[config.mk]
export PLATFORM = sky130hd
export DESIGN_NAME = clkdiv_bank
export DESIGN_NICKNAME = d
export VERILOG_FILES = /design/src/rtl/clkdiv_pkg.sv /design/src/rtl/clkdiv_lane.sv /design/src/rtl/clkdiv_align.sv /design/src/rtl/clkdiv_regs.sv /design/src/rtl/clkdiv_bank.sv
export SDC_FILE = /design/constraint.sdc
export NUM_CORES = 1
export LEC_CHECK = 0
export BUFFER_PORTS_ARGS = -buffer_cell sky130_fd_sc_hd__buf_2
export CELL_PAD_IN_SITES_DETAIL_PLACEMENT = 1
export CELL_PAD_IN_SITES_GLOBAL_PLACEMENT = 2
export CORE_MARGIN = 2
export CORE_UTILIZATION = 39
export CTS_CLUSTER_SIZE = 40
export DETAILED_ROUTE_END_ITERATION = 7
export GPL_ROUTABILITY_DRIVEN = 0
export PLACE_DENSITY = 0.76
export SLEW_MARGIN = 20
export SYNTH_ARGS = -nofsm -noshare
export SYNTH_HDL_FRONTEND = slang
export SYNTH_SLANG_ARGS = --single-unit
[constraint.sdc]
create_clock -name clk -period 2.8 [get_ports clk]
set_clock_uncertainty 0.15 [all_clocks]
set_input_delay 0.28 -clock clk [delete_from_list [all_inputs] [get_ports clk]]
set_output_delay 0.28 -clock clk [all_outputs]
set_load 0.02 [all_outputs]
[src/rtl/clkdiv_pkg.sv]
package clkdiv_pkg;
  localparam int DATA_W  = 16;
  localparam int RATIO_W = 5;
  localparam int EN_BIT  = 15;

  typedef struct packed {
    logic               en;
    logic [RATIO_W-1:0] ratio;
  } div_cfg_t;

  localparam div_cfg_t CFG_RESET = '{en: 1'b1, ratio: '0};

  function automatic logic [DATA_W-1:0] cfg_to_word(input div_cfg_t c);
    logic [DATA_W-1:0] w;
    w = '0;
    w[EN_BIT] = c.en;
    w[RATIO_W-1:0] = c.ratio;
    return w;
  endfunction

  function automatic logic [RATIO_W-1:0] last_count(input div_cfg_t c);
    return c.en ? c.ratio : '0;
  endfunction
endpackage

[src/rtl/clkdiv_lane.sv]
module clkdiv_lane
  import clkdiv_pkg::*;
(
  input  logic     clk,
  input  logic     rst,
  input  logic     tick_i,
  input  logic     wake_i,
  input  logic     aligned_i,
  input  logic     pend_i,
  input  logic     sync_load_i,
  input  div_cfg_t staged_i,
  output logic     pulse_o,
  output logic     load_done_o,
  output logic     parked_o,
  output div_cfg_t active_o
);
  logic [RATIO_W-1:0] cnt_q;
  div_cfg_t           act_q;
  logic               parked_q;
  logic               pulse_q;
  logic               term;
  logic               own_load;
  logic               park_now;

  assign term     = (cnt_q == last_count(act_q));
  assign own_load = tick_i && !parked_q && term && pend_i && !aligned_i;
  assign park_now = tick_i && !parked_q && term && pend_i && aligned_i;

  assign load_done_o = own_load || (sync_load_i && parked_q);
  assign parked_o    = parked_q;
  assign pulse_o     = pulse_q;
  assign active_o    = act_q;

  always_ff @(posedge clk) begin
    if (rst) begin
      cnt_q    <= '0;
      act_q    <= CFG_RESET;
      parked_q <= 1'b0;
      pulse_q  <= 1'b0;
    end else begin
      pulse_q <= tick_i && term && !parked_q && wake_i;
      if (sync_load_i && parked_q) begin
        act_q    <= staged_i;
        cnt_q    <= '0;
        parked_q <= 1'b0;
      end else if (tick_i && !parked_q) begin
        if (own_load) begin
          act_q <= staged_i;
          cnt_q <= '0;
        end else if (park_now) begin
          parked_q <= 1'b1;
        end else if (term) begin
          cnt_q <= '0;
        end else begin
          cnt_q <= cnt_q + 1'b1;
        end
      end
    end
  end

  p_cnt_in_range_r2: assert property (@(posedge clk) disable iff (rst)
    cnt_q <= last_count(act_q));

  p_switch_at_zero_r6: assert property (@(posedge clk) disable iff (rst)
    !$stable(act_q) |-> (cnt_q == '0));

  p_pulse_needs_wake_r8: assert property (@(posedge clk) disable iff (rst)
    pulse_q |-> $past(wake_i));
endmodule

[src/rtl/clkdiv_align.sv]
module clkdiv_align #(
  parameter int LANES = 17
) (
  input  logic             clk,
  input  logic             rst,
  input  logic [LANES-1:0] mask_i,
  input  logic [LANES-1:0] pend_i,
  input  logic [LANES-1:0] parked_i,
  output logic             sync_o
);
  logic [LANES-1:0] waiting;

  assign waiting = mask_i & pend_i;
  assign sync_o  = (|waiting) && ((waiting & ~parked_i) == '0);

  p_sync_releases_r7: assert property (@(posedge clk) disable iff (rst)
    sync_o |=> ((parked_i & mask_i) == '0));

  p_park_only_pending_r7: assert property (@(posedge clk) disable iff (rst)
    (|parked_i) |-> ((parked_i & ~pend_i) == '0));
endmodule

[src/rtl/clkdiv_regs.sv]
module clkdiv_regs
  import clkdiv_pkg::*;
#(
  parameter int N_OUT  = 16,
  parameter int ADDR_W = 5,
  parameter int LANES  = N_OUT + 1
) (
  input  logic                    clk,
  input  logic                    rst,
  input  logic                    wr_en_i,
  input  logic [ADDR_W-1:0]       wr_addr_i,
  input  logic [DATA_W-1:0]       wr_data_i,
  input  logic                    rd_en_i,
  input  logic [ADDR_W-1:0]       rd_addr_i,
  output logic                    rd_valid_o,
  output logic [DATA_W-1:0]       rd_data_o,
  input  div_cfg_t [LANES-1:0]    active_i,
  input  logic [LANES-1:0]        load_done_i,
  output div_cfg_t [LANES-1:0]    staged_o,
  output logic [LANES-1:0]        pend_o,
  output logic [LANES-1:0]        align_mask_o,
  output logic [N_OUT-1:0]        wake_o
);
  localparam logic [ADDR_W-1:0] A_CMD    = ADDR_W'(N_OUT + 1);
  localparam logic [ADDR_W-1:0] A_STATUS = ADDR_W'(N_OUT + 2);
  localparam logic [ADDR_W-1:0] A_ALIGN  = ADDR_W'(N_OUT + 3);
  localparam logic [ADDR_W-1:0] A_WAKE   = ADDR_W'(N_OUT + 4);

  div_cfg_t [LANES-1:0] staged_q;
  logic [LANES-1:0]     pend_q;
  logic [N_OUT-1:0]     align_q;
  logic [N_OUT-1:0]     align_lat_q;
  logic [N_OUT-1:0]     wake_q;
  logic                 cmd_q;
  logic                 busy_q;
  logic                 go_fire;
  logic [DATA_W-1:0]    rd_mux;

  assign go_fire = wr_en_i && (wr_addr_i == A_CMD) && wr_data_i[0] && !cmd_q && !busy_q;

  always_comb begin
    rd_mux = '0;
    for (int i = 0; i < LANES; i++) begin
      if (rd_addr_i == ADDR_W'(i))
        rd_mux = cfg_to_word(busy_q ? staged_q[i] : active_i[i]);
    end
    if (rd_addr_i == A_CMD)    rd_mux = DATA_W'(cmd_q);
    if (rd_addr_i == A_STATUS) rd_mux = DATA_W'(busy_q);
    if (rd_addr_i == A_ALIGN)  rd_mux = DATA_W'(align_q);
    if (rd_addr_i == A_WAKE)   rd_mux = DATA_W'(wake_q);
  end

  always_ff @(posedge clk) begin
    if (rst) begin
      for (int i = 0; i < LANES; i++) staged_q[i] <= CFG_RESET;
      pend_q      <= '0;
      align_q     <= '0;
      align_lat_q <= '0;
      wake_q      <= '1;
      cmd_q       <= 1'b0;
      busy_q      <= 1'b0;
      rd_valid_o  <= 1'b0;
      rd_data_o   <= '0;
    end else begin
      if (wr_en_i) begin
        for (int i = 0; i < LANES; i++) begin
          if (wr_addr_i == ADDR_W'(i)) begin
            staged_q[i].en    <= wr_data_i[EN_BIT];
            staged_q[i].ratio <= wr_data_i[RATIO_W-1:0];
          end
        end
        if (wr_addr_i == A_CMD)   cmd_q   <= wr_data_i[0];
        if (wr_addr_i == A_ALIGN) align_q <= wr_data_i[N_OUT-1:0];
        if (wr_addr_i == A_WAKE)  wake_q  <= wr_data_i[N_OUT-1:0];
      end
      if (go_fire) begin
        pend_q      <= '1;
        align_lat_q <= align_q;
        busy_q      <= 1'b1;
      end else begin
        pend_q <= pend_q & ~load_done_i;
        if (busy_q && (pend_q == '0)) busy_q <= 1'b0;
      end
      rd_valid_o <= rd_en_i;
      rd_data_o  <= rd_mux;
    end
  end

  assign staged_o     = staged_q;
  assign pend_o       = pend_q;
  assign align_mask_o = {{(LANES-N_OUT){1'b0}}, align_lat_q};
  assign wake_o       = wake_q;

  p_pend_implies_busy_r5: assert property (@(posedge clk) disable iff (rst)
    (|pend_q) |-> busy_q);

  p_busy_drop_r5: assert property (@(posedge clk) disable iff (rst)
    $fell(busy_q) |-> ($past(pend_q) == '0));

  p_staged_hold_r3: assert property (@(posedge clk) disable iff (rst)
    !wr_en_i |=> $stable(staged_q));
endmodule

[src/rtl/clkdiv_bank.sv]
module clkdiv_bank
  import clkdiv_pkg::*;
#(
  parameter int N_OUT  = 16,
  parameter int ADDR_W = 5
) (
  input  logic              clk,
  input  logic              rst,
  input  logic              ref_tick_i,
  input  logic              wr_en_i,
  input  logic [ADDR_W-1:0] wr_addr_i,
  input  logic [15:0]       wr_data_i,
  input  logic              rd_en_i,
  input  logic [ADDR_W-1:0] rd_addr_i,
  output logic              rd_valid_o,
  output logic [15:0]       rd_data_o,
  output logic [N_OUT-1:0]  clk_en_o,
  output logic              bp_en_o
);
  localparam int LANES = N_OUT + 1;
  localparam int BP    = N_OUT;

  div_cfg_t [LANES-1:0] staged;
  div_cfg_t [LANES-1:0] active;
  logic [LANES-1:0]     pend;
  logic [LANES-1:0]     align_mask;
  logic [LANES-1:0]     load_done;
  logic [LANES-1:0]     parked;
  logic [LANES-1:0]     pulses;
  logic [N_OUT-1:0]     wake;
  logic                 sync_load;

  clkdiv_regs #(.N_OUT(N_OUT), .ADDR_W(ADDR_W), .LANES(LANES)) regs_i (
    .clk(clk), .rst(rst),
    .wr_en_i(wr_en_i), .wr_addr_i(wr_addr_i), .wr_data_i(wr_data_i),
    .rd_en_i(rd_en_i), .rd_addr_i(rd_addr_i),
    .rd_valid_o(rd_valid_o), .rd_data_o(rd_data_o),
    .active_i(active), .load_done_i(load_done),
    .staged_o(staged), .pend_o(pend), .align_mask_o(align_mask), .wake_o(wake)
  );

  clkdiv_align #(.LANES(LANES)) align_i (
    .clk(clk), .rst(rst),
    .mask_i(align_mask), .pend_i(pend), .parked_i(parked),
    .sync_o(sync_load)
  );

  for (genvar g = 0; g < LANES; g++) begin : g_lane
    logic tick;
    logic wake_bit;
    if (g == BP) begin : g_bypass
      assign tick     = ref_tick_i;
      assign wake_bit = 1'b1;
    end else begin : g_sys
      assign tick     = 1'b1;
      assign wake_bit = wake[g];
    end
    clkdiv_lane lane_i (
      .clk(clk), .rst(rst),
      .tick_i(tick), .wake_i(wake_bit),
      .aligned_i(align_mask[g]), .pend_i(pend[g]),
      .sync_load_i(sync_load), .staged_i(staged[g]),
      .pulse_o(pulses[g]), .load_done_o(load_done[g]),
      .parked_o(parked[g]), .active_o(active[g])
    );
  end

  assign clk_en_o = pulses[N_OUT-1:0];
  assign bp_en_o  = pulses[BP];
endmodule

### Yosys cells after proc, flatten, opt, wreduce, memory -nomap -nowiden

Cells that the tools add are included.

| storage, ports and cells | value |
|---|---|
| flip-flop bits (word level) | 406 |
| input bits | 31 |
| output and inout bits | 34 |
| logic and storage cells | 703 |

| operators by class | value |
|---|---|
| $add $sub $neg | 17 |
| equal/unequal tests | 88 |
| multiplexer cells | 206 |
| bitwise operators | 21 |
| reductions and logical operators | 245 |

Operator list:

| operator | count |
|---|---|
| 6-bit two-way mux | 67 |
| 16-bit two-way mux | 21 |
| 5-bit two-way mux | 67 |
| 2-bit AND reduction | 53 |
| 1-bit logical AND | 104 |
| 5-bit by 1-bit adder with 5-bit output (second input constant) | 17 |
| 5-bit == test | 17 |
| 5-bit by 4-bit == test with 1-bit output (second input constant) | 16 |
| 1-bit two-way mux | 50 |
| 5-bit == test (second input constant) | 9 |
| 5-bit by 3-bit == test with 1-bit output (second input constant) | 8 |
| 17-bit AND | 2 |
| 1-bit logical NOT | 34 |
| 17-bit logical NOT | 2 |
| 2-bit nonzero test | 17 |
| 2-bit by 1-bit != test with 1-bit output (second input constant) | 16 |
| 2-bit != test (second input constant) | 16 |
| 2-bit OR reduction | 16 |
| 5-bit by 2-bit == test with 1-bit output (second input constant) | 4 |
| 16-bit by 17-bit AND with 17-bit output | 1 |
| 17-bit two-way mux | 1 |
| 16-bit NOT with 17-bit output | 1 |
| 17-bit NOT | 1 |
| 17-bit OR reduction | 1 |
| other kinds (4) | 36 |

### Longest topological paths before layout

| logic depth | value |
|---|---|
| depth in word-level cells | 22 |
| gate-level depth with buffers | 10 |
| mapped depth without buffers | 6 |

### By module

A second synthesis with hierarchy kept.

| unflattened totals | value |
|---|---|
| cells, all modules | 2820 |
| area, all modules | 23851.6 um^2 |

By module, submodules not included:

| module | times used | cells each | area each (um^2) |
|---|---|---|---|
| clkdiv_lane | 17 | 100 | 838.3 |
| clkdiv_regs | 1 | 1081 | 9382.7 |
| clkdiv_align | 1 | 38 | 214.0 |
| clkdiv_bank | 1 | 1 | 3.8 |

### Worst setup path after synthesis

OpenSTA, ideal clock, no wires.

| path | value |
|---|---|
| kind | flip-flop to flip-flop |
| from | reg g_lane[3].lane_i.cnt_q[3] |
| to | reg g_lane[3].lane_i.cnt_q[1] |
| library setup time | 0.117 ns |
| data arrival time | 1.877 ns |
| required time | 2.533 ns |
| setup slack | 0.656 ns |
| cell stages (with the launch flop) | 7 |
| buffers on the path | 0 |
| period minus slack after synthesis | 2.144 ns |
| path through | dfxtp_1 > xor2_1 > o22ai_1 > a22oi_1 > nor3_1 > mux2_2 > a32o_1 |

| on the way | value |
|---|---|
| word-level cells in the longest chain between the ends | 6 |
| elaborated cells on any way between the ends | 10 |
| those cells by class | eq/ne: 2; mux: 3; reduce/logical: 5 |

RTL lines:

| element | RTL line | source |
|---|---|---|
| start, declared | clkdiv_lane.sv:17 | `logic [RATIO_W-1:0] cnt_q;` |
| start signal, assigned | clkdiv_lane.sv:55 | `cnt_q <= cnt_q + 1'b1;` |
| 5-bit == test * | clkdiv_lane.sv:25 | `assign term = (cnt_q == last_count(act_q));` |
| 1-bit logical AND (2 in series) | clkdiv_lane.sv:26, clkdiv_lane.sv:27 |  |
| 1-bit logical AND, on equally long branches | clkdiv_lane.sv:27, clkdiv_lane.sv:26 |  |
| 2-bit by 1-bit != test with 1-bit output (no source line) | -- |  |
| 2-bit AND reduction (no source line) | -- |  |

Mark *: on every way between the ends. The rest lies on a longest branch, timed or not. The select of a mux whose other input is x is not followed.
A chain may end at the register's enable or synchronous reset.

### Worst setup path after layout

| path | value |
|---|---|
| from | reg regs_i.pend_q[0] (netlist: regs_i.pend_o[0]) |
| to | reg g_lane[1].lane_i.act_q, in the netlist g_lane[1].lane_i.active_o[3] |

| on the way | value |
|---|---|
| word-level cells in the longest chain between the ends | 7 |
| elaborated cells on any way between the ends | 10 |
| those cells by class | eq/ne: 1; mux: 1; bitwise: 2; reduce/logical: 6 |

RTL lines:

| element | RTL line | source |
|---|---|---|
| start, declared | clkdiv_regs.sv:30 | `logic [LANES-1:0] pend_q;` |
| start signal, assigned | clkdiv_regs.sv:81 | `pend_q <= pend_q & ~load_done_i;` |
| 16-bit by 17-bit AND with 17-bit output * | clkdiv_align.sv:13 | `assign waiting = mask_i & pend_i;` |
| 17-bit AND | clkdiv_align.sv:14 | `assign sync_o = (\|waiting) && ((waiting & ~parked_i) == '0);` |
| 17-bit logical NOT | clkdiv_align.sv:14 |  |
| 1-bit logical AND * | clkdiv_align.sv:14 |  |
| 1-bit logical AND * | clkdiv_lane.sv:42 | `if (sync_load_i && parked_q) begin` |
| 2-bit != test (no source line) or 2-bit nonzero test (tied branches) | -- |  |
| 2-bit AND reduction (no source line) | -- |  |
| end signal, assigned | clkdiv_lane.sv:43 | `act_q <= staged_i;` |
| end signal, assigned | clkdiv_lane.sv:48 | `act_q <= staged_i;` |
| end, declared | clkdiv_lane.sv:18 | `div_cfg_t act_q;` |

Mark *: on every way between the ends. The rest lies on a longest branch, timed or not.

==> metrics.txt <==
family with the most delay on the worst path=simple AND/OR/NAND/NOR gates; Reg clk slew, reported paths=0.06 ns; Clk network pwr share=50.5%; Row Count=85; Startpoint Class=flop; I/O pins=65; Core ar.=53800 µm²; cells after synthesis=2456; layout cells sized above 1=14.1%; actual slew at the worst max-slew pin=0.913 ns; Root Buffer=clkbuf_16; sequential fraction of design power=44.4%; R2R setup slack=0.03 ns; Initial DRC Count=1393; Pint=10.1 mW; Area Overhead vs Synth=14.9%; Yosys top cell by area=dfxtp_1; final hold vios=0; sequential area share after synthesis=38.3%; number of synthesized flops with an enable pin=0; Required @ worst endpoint=3.18 ns; pin count of the biggest net entering global routing=94; post-synth top area share=38.3%; commonest cells in the netlist=nand2_1, dfxtp_1, mux2i_1, nor2_1, a21oi_1; vias in the first global route=19300; post-route clock period utilization=99.0%; final setup fails=0; die width=237 µm; Skew-Pair Late Insertion Delay=0.60 ns; Via-to-Cell Ratio=5.96; setup repair after global routing missed its margin=no; Die H=237 µm; # clock sinks=406; crit path time final=2.77 ns; relative max-transition margin=38.6%; f_max=361 MHz; Ys Warns=0; slowest stage delay, CP=0.46 ns; Seq cells post-synth=406; Initial Util=39.4%; async set-reset flop share out of synthesis=0%; setup repair bufs after CTS=0; cell with the most instances after synthesis=nand2_1; Post-DP HPWL=58.3 mm; combinational share of power=5.1%; Mapped Area=21200 µm²; area of the die=56300 µm²; Longest Clk Path Bufs=3; Area contributors post-synth=dfxtp_1, mux2i_1, nand2_1; drt drc=0; DP Worst Slack=-0.114 ns; total negative slack=0 ns; CP Capture Type=flop; Unique masters post-synth=86; H-tree depth=2; initial antenna violation count=4; Leak=9.30 nW; Crit Path Class=reg -> reg; Routed WL=79.4 mm; maximum VDD drop=491 µV; drt first pass iters=5; critical path cell sequence=nand2_2 > nand4_1 > nor4_2 > and3b_2 > buf_12 > a32oi_4 > mux2i_1; Synth Flop Type=dfxtp_1; Slew Limit Fails=0; switch share=23.8%; Switch Pwr=3.15 mW; critical path peak fanout=16; TritonCTS Buffers=50; port bufs=64; synthesized net count=2504; pwr dens=543 nW/µm²; WP data arrival=3.15 ns; GR Util All Layers=27.9%; Syn Area/Cell=8.64 µm²; via count=19300; buffers and inverters on the worst path=1; setup ws final=0.0270 ns; drt wl/cell=24.5 µm; grt total ovfl=0; final net count=2561; Slowest cell on crit path=a32oi_4; first-pass GRT wire length=120 mm; Routed Antenna Nets=0; CTS tree=done; number of max-cap violations=0; hold crit path type=in -> reg; status=completed
## registers in the layout, summed over array words and instances (netlist names)
name                    cells
g_lane.lane_i.parked_o     16
regs_i.wake_o              16
regs_i.cmd_q                1
regs_i.pend_o              17
g_lane.lane_i.cnt_q        85
regs_i.rd_data_o           16
regs_i.align_q             16
regs_i.align_lat_q         16
g_lane.lane_i.active_o    102
regs_i.busy_q               1
regs_i.rd_valid_o           1
regs_i.staged_o           102
g_lane.lane_i.pulse_o      17
## cell usage in the layout, fill, tap and decap left out, types with 22 or more instances in the layout
master       n
nand3_1     87
a31o_2      22
a21oi_1    149
xor2_1      31
and3_1      26
a22oi_1     31
o22ai_1     25
nand2_1    419
dfxtp_1    405
nor2_1     212
nand3b_1    31
a22o_1      27
mux2i_1    238
nor3_1      36
clkbuf_16   53
mux4_2      26
o21ai_0     75
buf_2       63
buf_4      101
xnor2_1     26
inv_1       35
## worst min-delay path: cells and delay by family
family                 cells  cell delay (ns)
buffers and inverters      1             0.16
and+or+nand+nor            2             0.24
AOI/OAI and AO/OA          1             0.06
## what timing repair did
| item | CTS | global route |
|---|---|---|
| gates resized for setup | 2 | 0 |
| endpoints found under the hold margin | 54 | 0 |
| hold buffers | 13 | 0 |
| endpoints found under the setup margin | 61 | 0 |
## layout make-up
cell class | count | area, µm²
Antenna cell | 1 | 2.50
Clock buffer | 77 | 1550
Clock inverter | 12 | 138
Fill cell | 6241 | 29400
Inverter | 37 | 144
Multi-Input combinational cell | 1831 | 12100
Sequential cell | 406 | 8130
Tap cell | 696 | 871
Timing Repair Buffer | 187 | 1400
## metal layers
metal,share of wire [%],vias to the layer above,GRT usage (%)
li1,-,8977,-
met1,45,9661,38.1
met2,45,552,44.5
met3,6.0,146,4.74
met4,3.4,2,9.47
met5,0.023,-,0
## metrics by stage
step | power [mW] | utilization, % | cells | hold WS, ns | instance area (µm²)
finish | 13.2 | 45.3 | 3247 | 0.0287 | 24400
global route | 13.7 | 45.3 | 3246 | 0.0506 | 24400
CTS | 13.4 | 45.3 | 3246 | 0.0150 | 24400
detailed placement | 6.65 | 41.9 | 3144 | 0.315 | 22500
global placement | 6.64 | 41.9 | 3144 | 0.304 | 22500
floorplan | 6.38 | - | 2456 | 0.258 | 21200
## power by group through the flow
| stage | logic, mW | clock network [mW] | registers, mW |
|---|---|---|---|
| 5_1_grt | 0.720 | 7.06 | 5.87 |
| 3_3_place_gp | 0.649 | 0 | 5.99 |
| 4_1_cts | 0.674 | 6.83 | 5.86 |
| 2_1_floorplan | 0.400 | 0 | 5.98 |
| 3_5_place_dp | 0.657 | 0 | 5.99 |
| 6_report | 0.679 | 6.68 | 5.87 |
## worst paths after layout
check / start / to / depth (start not counted)
setup / recovery: regs_i.pend_o[0]$_SDFF_PP0_ / g_lane[1].lane_i.active_o[3]$_SDFFE_PP0P_ / 7
hold / removal: wr_addr_i[3] / regs_i.staged_o[4]$_SDFFE_PP0P_ / 4
setup reg to reg: regs_i.pend_o[0]$_SDFF_PP0_ / g_lane[1].lane_i.active_o[3]$_SDFFE_PP0P_ / 7
hold reg to reg: regs_i.staged_o[85]$_SDFFE_PP0P_ / g_lane[14].lane_i.active_o[1]$_SDFFE_PP0P_ / 2
## logic make-up (layout without fill, tap and decap cells)
logic type                 after synthesis  after routing  synth area share (%)
and+or+nand+nor                        974            974                  21.7
AOI/OAI and AO/OA                      500            500                  17.0
DFF                                    406            406                  38.3
muxes                                  283            283                  15.0
buffers and inverters                  219            313                  4.64
xor gates and xnor gates                57             57                  2.35
adders and majority gates               17             17                  1.00
other                                    0              1                     0
No activity file was read; power rests on OpenSTA's default activity.
